**config.mk**
```make
export PLATFORM = sky130hd
export DESIGN_NAME = nv_xfer_ctrl
export DESIGN_NICKNAME = d
export VERILOG_FILES = /design/src/rtl/nv_xfer_pkg.sv /design/src/rtl/nv_line_sync.sv /design/src/rtl/nv_dirty_flag.sv /design/src/rtl/nv_xfer_seq.sv /design/src/rtl/nv_xfer_ctrl.sv
export SDC_FILE = /design/constraint.sdc
export NUM_CORES = 1
export LEC_CHECK = 0
export BUFFER_PORTS_ARGS = -buffer_cell sky130_fd_sc_hd__buf_4
export CAP_MARGIN = 20
export CELL_PAD_IN_SITES_DETAIL_PLACEMENT = 1
export CELL_PAD_IN_SITES_GLOBAL_PLACEMENT = 2
export CORE_MARGIN = 2
export CORE_UTILIZATION = 29
export DETAILED_ROUTE_END_ITERATION = 10
export GPL_ROUTABILITY_DRIVEN = 0
export HOLD_SLACK_MARGIN = 0.03
export PLACE_DENSITY = 0.73
export SKIP_CTS_REPAIR_TIMING = 1
export SYNTH_ARGS = -nofsm -noshare
export SYNTH_HDL_FRONTEND = slang
export SYNTH_SLANG_ARGS = --single-unit
export TNS_END_PERCENT = 5
```
**constraint.sdc**
```tcl
create_clock -name clk -period 1.6 [get_ports clk]
set_clock_uncertainty 0.05 [all_clocks]
set_input_delay 0.32 -clock clk [delete_from_list [all_inputs] [get_ports clk]]
set_output_delay 0.32 -clock clk [all_outputs]
set_load 0.02 [all_outputs]
```
**src/rtl/nv_xfer_pkg.sv**
```systemverilog
// Package: shared sequencer state encoding for the transfer controller.
package nv_xfer_pkg;
    typedef enum logic [2:0] {
        ST_PWRDN   = 3'd0,
        ST_RESTORE = 3'd1,
        ST_IDLE    = 3'd2,
        ST_GRACE   = 3'd3,
        ST_SAVE    = 3'd4,
        ST_HOLD    = 3'd5
    } xfer_state_t;
endpackage

```
**src/rtl/nv_line_sync.sv**
```systemverilog
// Multi-stage synchroniser for the asynchronous shared line.
// Assumes the line idles high; the reset value is therefore 1.
module nv_line_sync #(
    parameter int STAGES = 2
) (
    input  logic clk,
    input  logic rst_n,
    input  logic d_async,
    output logic q_sync
);
    logic [STAGES-1:0] chain;

    // Shift the raw level through the register chain.
    always_ff @(posedge clk) begin
        if (!rst_n) chain <= '1;
        else        chain <= {chain[STAGES-2:0], d_async};
    end

    assign q_sync = chain[STAGES-1];
endmodule

```
**src/rtl/nv_dirty_flag.sv**
```systemverilog
// Tracks whether any array write completed since the last transfer.
// Assumes clr is a one-cycle strobe from the sequencer; clr outranks set.
module nv_dirty_flag (
    input  logic clk,
    input  logic rst_n,
    input  logic set,
    input  logic clr,
    output logic flag
);
    // Set on write completion, clear at the start of a transfer.
    always_ff @(posedge clk) begin
        if (!rst_n)   flag <= 1'b0;
        else if (clr) flag <= 1'b0;
        else if (set) flag <= 1'b1;
    end


    dirty_fall_chk: assert property (@(posedge clk) disable iff (!rst_n)
        $fell(flag) |-> $past(clr));

    dirty_rise_chk: assert property (@(posedge clk) disable iff (!rst_n)
        $rose(flag) |-> $past(set));
endmodule

```
**src/rtl/nv_xfer_seq.sv**
```systemverilog
// Transfer sequencer: grace timing, conditional save, post-save hold,
// power-loss handling and automatic restore.
// Assumes req_ok is synchronous and pwr_good is already synchronous.
module nv_xfer_seq
    import nv_xfer_pkg::*;
#(
    parameter int DELAY_CYC   = 4,
    parameter int SAVE_CYC    = 6,
    parameter int RESTORE_CYC = 5
) (
    input  logic clk,
    input  logic rst_n,
    input  logic req_ok,
    input  logic sw_save,
    input  logic pwr_good,
    input  logic dirty,
    output logic start_xfer,
    output logic wr_en,
    output logic rd_en,
    output logic nv_save,
    output logic nv_restore
);
    localparam int MAXC = (DELAY_CYC > SAVE_CYC) ?
                          ((DELAY_CYC > RESTORE_CYC) ? DELAY_CYC : RESTORE_CYC) :
                          ((SAVE_CYC > RESTORE_CYC) ? SAVE_CYC : RESTORE_CYC);
    localparam int CW = $clog2(MAXC + 1);
    localparam logic [CW-1:0] DLY_LAST = CW'(DELAY_CYC - 1);
    localparam logic [CW-1:0] SAV_LAST = CW'(SAVE_CYC - 1);
    localparam logic [CW-1:0] RST_LAST = CW'(RESTORE_CYC - 1);

    xfer_state_t st, nxt;
    logic [CW-1:0] cnt;
    logic          cnt_last;

    // Select the terminal count for the timed state in progress.
    always_comb begin
        unique case (st)
            ST_GRACE:   cnt_last = (cnt == DLY_LAST);
            ST_SAVE:    cnt_last = (cnt == SAV_LAST);
            ST_RESTORE: cnt_last = (cnt == RST_LAST);
            default:    cnt_last = 1'b0;
        endcase
    end

    // Next-state decision; power loss overrides every other path.
    always_comb begin
        nxt        = st;
        start_xfer = 1'b0;
        unique case (st)
            ST_PWRDN: if (pwr_good) begin
                nxt = ST_RESTORE; start_xfer = 1'b1;
            end
            ST_RESTORE: if (cnt_last) nxt = ST_IDLE;
            ST_IDLE: begin
                if (sw_save) begin
                    nxt = ST_SAVE; start_xfer = 1'b1;
                end else if (!req_ok) begin
                    nxt = ST_GRACE;
                end
            end
            ST_GRACE: if (cnt_last) begin
                if (dirty) begin
                    nxt = ST_SAVE; start_xfer = 1'b1;
                end else begin
                    nxt = ST_HOLD;
                end
            end
            ST_SAVE: if (cnt_last) nxt = ST_HOLD;
            ST_HOLD: if (req_ok) nxt = ST_IDLE;
            default: nxt = ST_PWRDN;
        endcase
        if (!pwr_good) begin
            nxt        = ST_PWRDN;
            start_xfer = 1'b0;
        end
    end

    // State register; reset behaves as a power-up with restore pending.
    always_ff @(posedge clk) begin
        if (!rst_n) st <= ST_PWRDN;
        else        st <= nxt;
    end

    // Cycle counter, restarted on every state change.
    always_ff @(posedge clk) begin
        if (!rst_n)          cnt <= '0;
        else if (nxt != st)  cnt <= '0;
        else                 cnt <= cnt + 1'b1;
    end

    // Output decode from the registered state.
    always_comb begin
        wr_en      = (st == ST_IDLE) && req_ok;
        rd_en      = (st == ST_IDLE) || (st == ST_GRACE);
        nv_save    = (st == ST_SAVE);
        nv_restore = (st == ST_RESTORE);
    end


    save_needs_cause_chk: assert property (@(posedge clk) disable iff (!rst_n)
        $rose(nv_save) |-> $past(sw_save || dirty));

    save_length_chk: assert property (@(posedge clk) disable iff (!rst_n)
        (nv_save && !cnt_last && pwr_good) |=> nv_save);

    restore_follows_power_chk: assert property (@(posedge clk) disable iff (!rst_n)
        ($past(st == ST_PWRDN) && $rose(pwr_good)) |=> nv_restore);

    power_abort_chk: assert property (@(posedge clk) disable iff (!rst_n)
        !pwr_good |=> (!nv_save && !nv_restore && !wr_en && !rd_en));

    no_access_in_xfer_chk: assert property (@(posedge clk) disable iff (!rst_n)
        (nv_save || nv_restore) |-> (!wr_en && !rd_en));

    hold_until_high_chk: assert property (@(posedge clk) disable iff (!rst_n)
        ($fell(nv_save) && pwr_good && !req_ok) |=> !wr_en);
endmodule

```
**src/rtl/nv_xfer_ctrl.sv**
```systemverilog
// Top: shared-line handshake controller for nonvolatile save/restore.
// The shared line is split into a raw input and an open-drain enable;
// the caller wires them together outside this block.
module nv_xfer_ctrl #(
    parameter int DELAY_CYC   = 4,
    parameter int SAVE_CYC    = 6,
    parameter int RESTORE_CYC = 5,
    parameter int SYNC_STAGES = 2
) (
    input  logic clk,
    input  logic rst_n,
    input  logic line_n_in,
    output logic busy_oe,
    input  logic sw_save,
    input  logic pwr_good,
    input  logic wr_done,
    output logic wr_en,
    output logic rd_en,
    output logic nv_save,
    output logic nv_restore,
    output logic dirty
);
    logic line_s;
    logic start_xfer;

    nv_line_sync #(.STAGES(SYNC_STAGES)) u_sync (
        .clk     (clk),
        .rst_n   (rst_n),
        .d_async (line_n_in),
        .q_sync  (line_s)
    );

    nv_dirty_flag u_dirty (
        .clk   (clk),
        .rst_n (rst_n),
        .set   (wr_done),
        .clr   (start_xfer),
        .flag  (dirty)
    );

    nv_xfer_seq #(
        .DELAY_CYC   (DELAY_CYC),
        .SAVE_CYC    (SAVE_CYC),
        .RESTORE_CYC (RESTORE_CYC)
    ) u_seq (
        .clk        (clk),
        .rst_n      (rst_n),
        .req_ok     (line_s),
        .sw_save    (sw_save),
        .pwr_good   (pwr_good),
        .dirty      (dirty),
        .start_xfer (start_xfer),
        .wr_en      (wr_en),
        .rd_en      (rd_en),
        .nv_save    (nv_save),
        .nv_restore (nv_restore)
    );

    // Pull the shared line low for the whole save.
    assign busy_oe = nv_save;


    busy_matches_save_chk: assert property (@(posedge clk) disable iff (!rst_n)
        busy_oe |-> (!wr_en && !rd_en && !nv_restore));
endmodule

```
# --- After elaboration in Yosys (flattened, before gate mapping) ---
# Cells that the tools add are included.
totals:
  regBits: 9
  inputBits: 6
  output_inout_bits: 6
  word_cells: 35
classes:
  n_addsub: 1
  n_eq_ne: 9
  n_mux: 15
  bitwise_logic: 1
  n_reduce_logical: 5
ops:
  columns: ["operator", "count"]
  rows:
  - ["2-to-1 mux 3 bit", 7]
  - ["one-hot mux 3 bit (6 select lines)", 1]
  - ["== test 3 bit (second input constant)", 4]
  - ["== test 3 x 2 -> 1 bit (second input constant)", 3]
  - ["one-hot mux 1 bit (3 select lines)", 2]
  - ["2-to-1 mux 1 bit", 5]
  - ["OR reduction 2 bit", 2]
  - ["adder 3 x 1 -> 3 bit (second input constant)", 1]
  - ["== test 3 x 1 -> 1 bit (second input constant)", 1]
  - ["zero test 3 bit", 1]
  - ["!= test 3 bit", 1]
  - ["logical AND 1 bit", 1]
  - ["logical OR 1 bit", 1]
  - ["inverter 1 bit", 1]

# --- Logic depth before layout (Yosys ltp) ---
logic_depth:
  depth_word: 7
  ltp_mapped: 6
  ltp_nobuf: 5

# --- Modules after synthesis ---
# From an unflattened synthesis, not the netlist that was laid out.
hier_totals:
  cells_unflattened: 68
  area_unflattened_um2: 568.0
by_module_without_submodules:
  columns: ["module", "n_inst", "cells_per_inst", "area_each_um2", "seq_area_each_um2"]
  rows:
  - ["nv_xfer_seq", 1, 60, 471.7, 120.1]
  - ["nv_line_sync", 1, 4, 52.6, 40.0]
  - ["nv_dirty_flag", 1, 3, 36.3, 20.0]
  - ["nv_xfer_ctrl", 1, 1, 7.5, 0.0]

# --- Least setup slack after synthesis ---
# No wires, ideal clock.
synth_timing:
  path_kind: "reg-to-output"
  startpoint: "reg u_seq.st[2]"
  endpoint: "out wr_en"
  t_arrival_ns: 1.322
  required_time_ns: 1.230
  slack_ns: -0.092
  stages_incl_launch_ff: 3
  path_buffers: 1
  cell_sequence: "dfxtp_1 clkbuf_1 nor4b_1"
synth_via:
  elab_chain_cells: 2
synth_rtl:
  columns: ["element", "line_no", "rtl"]
  rows:
  - ["start: declaration", "nv_xfer_seq.sv:31", "xfer_state_t st, nxt;"]
  - ["start signal: assignment", "nv_xfer_seq.sv:81", "else st <= nxt;"]
  - ["== test 3 x 2 -> 1 bit", "nv_xfer_seq.sv:93", "wr_en = (st == ST_IDLE) && req_ok;"]
  - ["logical AND 1 bit", "nv_xfer_seq.sv:93", null]
  - ["end: declaration", "nv_xfer_ctrl.sv:17", "output logic wr_en,"]
# Every way passes these cells.

# --- Final worst setup path ---
layout_timing:
  startpoint: "reg u_seq.st[0]"
  endpoint: "reg u_seq.cnt[2]"
layout_via:
  elab_chain_cells: 7
  word_cells_on_any_way: 17
  classes_between: "eq/ne (6); mux (9); reduce/logical (2)"
layout_rtl:
  columns: ["element", "line_no", "rtl"]
  rows:
  - ["== test 3 x 1 -> 1 bit, or another cell as far along", "nv_xfer_seq.sv:37, nv_xfer_seq.sv:49", null]
  - ["one-hot mux 1 bit (3 select lines)", "nv_xfer_seq.sv:37", "unique case (st)"]
  - ["2-to-1 mux 3 bit, on equally long branches", "nv_xfer_seq.sv:68, nv_xfer_seq.sv:53, nv_xfer_seq.sv:61", null]
  - ["one-hot mux 3 bit (6 select lines)", "nv_xfer_seq.sv:49", "unique case (st)"]
  - ["2-to-1 mux 3 bit", "nv_xfer_seq.sv:72", "if (!pwr_good) begin"]
  - ["!= test 3 bit (*)", "nv_xfer_seq.sv:87", "else if (nxt != st) cnt <= '0;"]
  - ["OR reduction 2 bit (no source line) (*)", null, null]
  - ["end signal: assignment", "nv_xfer_seq.sv:88", "else cnt <= cnt + 1'b1;"]
  - ["end: declaration", "nv_xfer_seq.sv:32", "logic [CW-1:0] cnt;"]
# Mark *: on every way between the ends. The rest lies on a longest branch, timed or not.
# A chain may end at the register's enable or synchronous reset.

==> results.ini <==
[detailed_routing]
num_vias=703
dr_wl_met2_um=1160
wl_met3_um=56
first_pass_iters=4
highest_layer=met4
met1_length_um=949
ant_nets=0
drt_drc_violations_left=0
post_drt_wl_per_cell_um=16.6
via_per_inst=5.29
wl_um=2200
first_iter_violations=5

[clock_network]
cts_sinks=9
htreeDepth=1
path_clk_slew_ns=0.06
clk_latency_ns=0.26
tritoncts=yes
clock_tree.buffer_depth=2
cts_buffers=3
clockRootBuffer=clkbuf_4

[logic_synthesis]
synth-seq-cells=9
synth_top_family_by_area=simple AND/OR/NAND/NOR gates
muxShareOfSynthArea_pct=1.84
synthCells=77
synth_compound_area_share_pct=26.6
yosysWarnings=0
synth_edf_count=0
synthSimpleGateAreaFrac_pct=33.4
synth_fa_ha_area_share_pct=2.05
ys_types=34
async_flop_share_pct=0
synth_ff_type=dfxtp_1
yosys.area_share.xor_xnor_pct=1.43
synth.yosys.seq_area_share_pct=29.5
synth_area_um2=611
synthesis.nets=84
synth_area_per_cell_um2=7.93

[hold_path]
hold_path.class=input port to flop

[sta]
rsz0062_at_grt=yes
setup_violations=1
tns_ns=-0.00422
finalHoldViolations=0
period_share_pct=100
maxSlewViolCount=0
post-route-min-period_ns=1.60
relSlewSlack_pct=72.9
tightest_slew_ns=0.405
setup_ws_ns=-0.00422
timing.fmax_mhz=623
finalHoldWorstSlack_ns=0.193

[finish]
drive_gt1_share_pct=50.0
area_growth_pct=60.0
fin_util_pct=49.3
antenna_cells=0
nNetsFinal=114

[pwr]
ir_worst_vdd_mv=0.409
power_density_nw_per_um2=530
design_power_total_mw=0.518
p_leak_nw=0.409

[setup_path]
endpoint_kind=flop
arrival_ns=1.74
critPathMaxFanout=6
cp.required_ns=1.74
start_kind=flop
worstSetupPathType=flop to flop

[floorplanning]
die-area_um2=2490
start_util_pct=30.8
die_x_um=49.9
top_level_ports=12
design.core.area_um2=1980
std_cell_rows=16
die_y_um=49.9

[global_route]
grt_util_all_layers_pct=17.0
grt_pass1_vias=655
grt_pass1_wl_um=3190
gr-total-overflow=0
grt_max_degree=10
antenna_found_initial=0

[placement]
dp_hpwl_um=1500
portBuffers=11
post-place-ws_ns=-0.0681

[run_status]
status=finished with violations
violations=setup timing

[flow_run]
drv_cap=0

==> registers in the layout, indices dropped and copies added (netlist names) <==
name and count:
u_seq.cnt 3, u_seq.st 3, u_sync.chain 2, u_dirty.flag 1
==> routing by layer <==
| layer | track usage, % | up-vias |
|---|---|---|
| met5 | 0 | - |
| met4 | 10.2 | 0 |
| met3 | 1.21 | 4 |
| met2 | 24.2 | 14 |
| met1 | 24.5 | 339 |
| li1 | - | 346 |
==> final timing paths <==
path / from / endpoint / slack, ns / depth (start not counted)
setup / recovery: u_seq.st[0] / u_seq.cnt[2] / -0.004 / 7
hold / removal: line_n_in / u_sync.chain[0] / 0.19 / 2
setup reg to reg: u_seq.st[0] / u_seq.cnt[2] / -0.004 / 7
hold reg to reg: u_sync.chain[0] / u_sync.chain[1] / 0.36 / 1
==> critical path: stages, from the launching register on <==
cell     delay [ns]
dfxtp_4        0.37
buf_6          0.13
and4b_2        0.27
o31ai_4        0.20
o221a_4        0.25
buf_6          0.10
nand3_2        0.06
nor2_1         0.10
==> logic make-up (layout without fill, tap and decap cells) <==
kind of cell | after synthesis | count (layout)
fa+ha+maj | 1 | 1
buf+inv | 7 | 36
mux | 1 | 1
compound gates | 23 | 23
xor+xnor | 1 | 1
flops | 9 | 9
simple gates | 35 | 35
==> synthesized netlist by cell type, drive strengths merged, types with 2 or more instances <==
cell type	count	area (µm²)
nand3b	2	15.0
a31oi	4	25.0
nand3	4	20.0
buf	2	12.5
o31ai	2	15.0
inv	3	11.3
o21ai	5	25.0
dfxtp	9	180
nand2b	4	25.0
nand2	6	22.5
nor2b	2	12.5
nor2	8	30.0
clkbuf	2	7.51
a21oi	6	30.0
==> report_power, final <==
| group | switching, mW | internal (mW) |
|---|---|---|
| clock network | 0.0763 | 0.0959 |
| registers | 0.0119 | 0.232 |
| logic | 0.0500 | 0.0519 |
==> cells in the final DEF, fill, tap and decap left out, drive strengths merged, types with 2 or more instances in the layout <==
master	instances
nand2	6
nor2	8
nand2b	4
o21ai	5
o31ai	2
a31oi	4
nand3	4
inv	3
dfxtp	9
nand3b	2
nor2b	2
a21oi	6
clkbuf	4
buf	29
==> stage by stage <==
stage	cells	area [µm²]
after floorplan	77	617
after global placement	125	818
after detailed placement	125	818
after CTS	129	845
after global routing	133	977
final	133	977
==> layout make-up <==
| cell class | count | area (µm²) |
|---|---|---|
| multi-input cells | 61 | 474 |
| clock buffers | 4 | 26.3 |
| inverters | 3 | 11.3 |
| well taps | 27 | 33.8 |
| repair buffers | 29 | 244 |
| fillers | 235 | 1000 |
| flip-flops and latches | 9 | 188 |
Note: power is estimated with default switching activity, not from simulation.
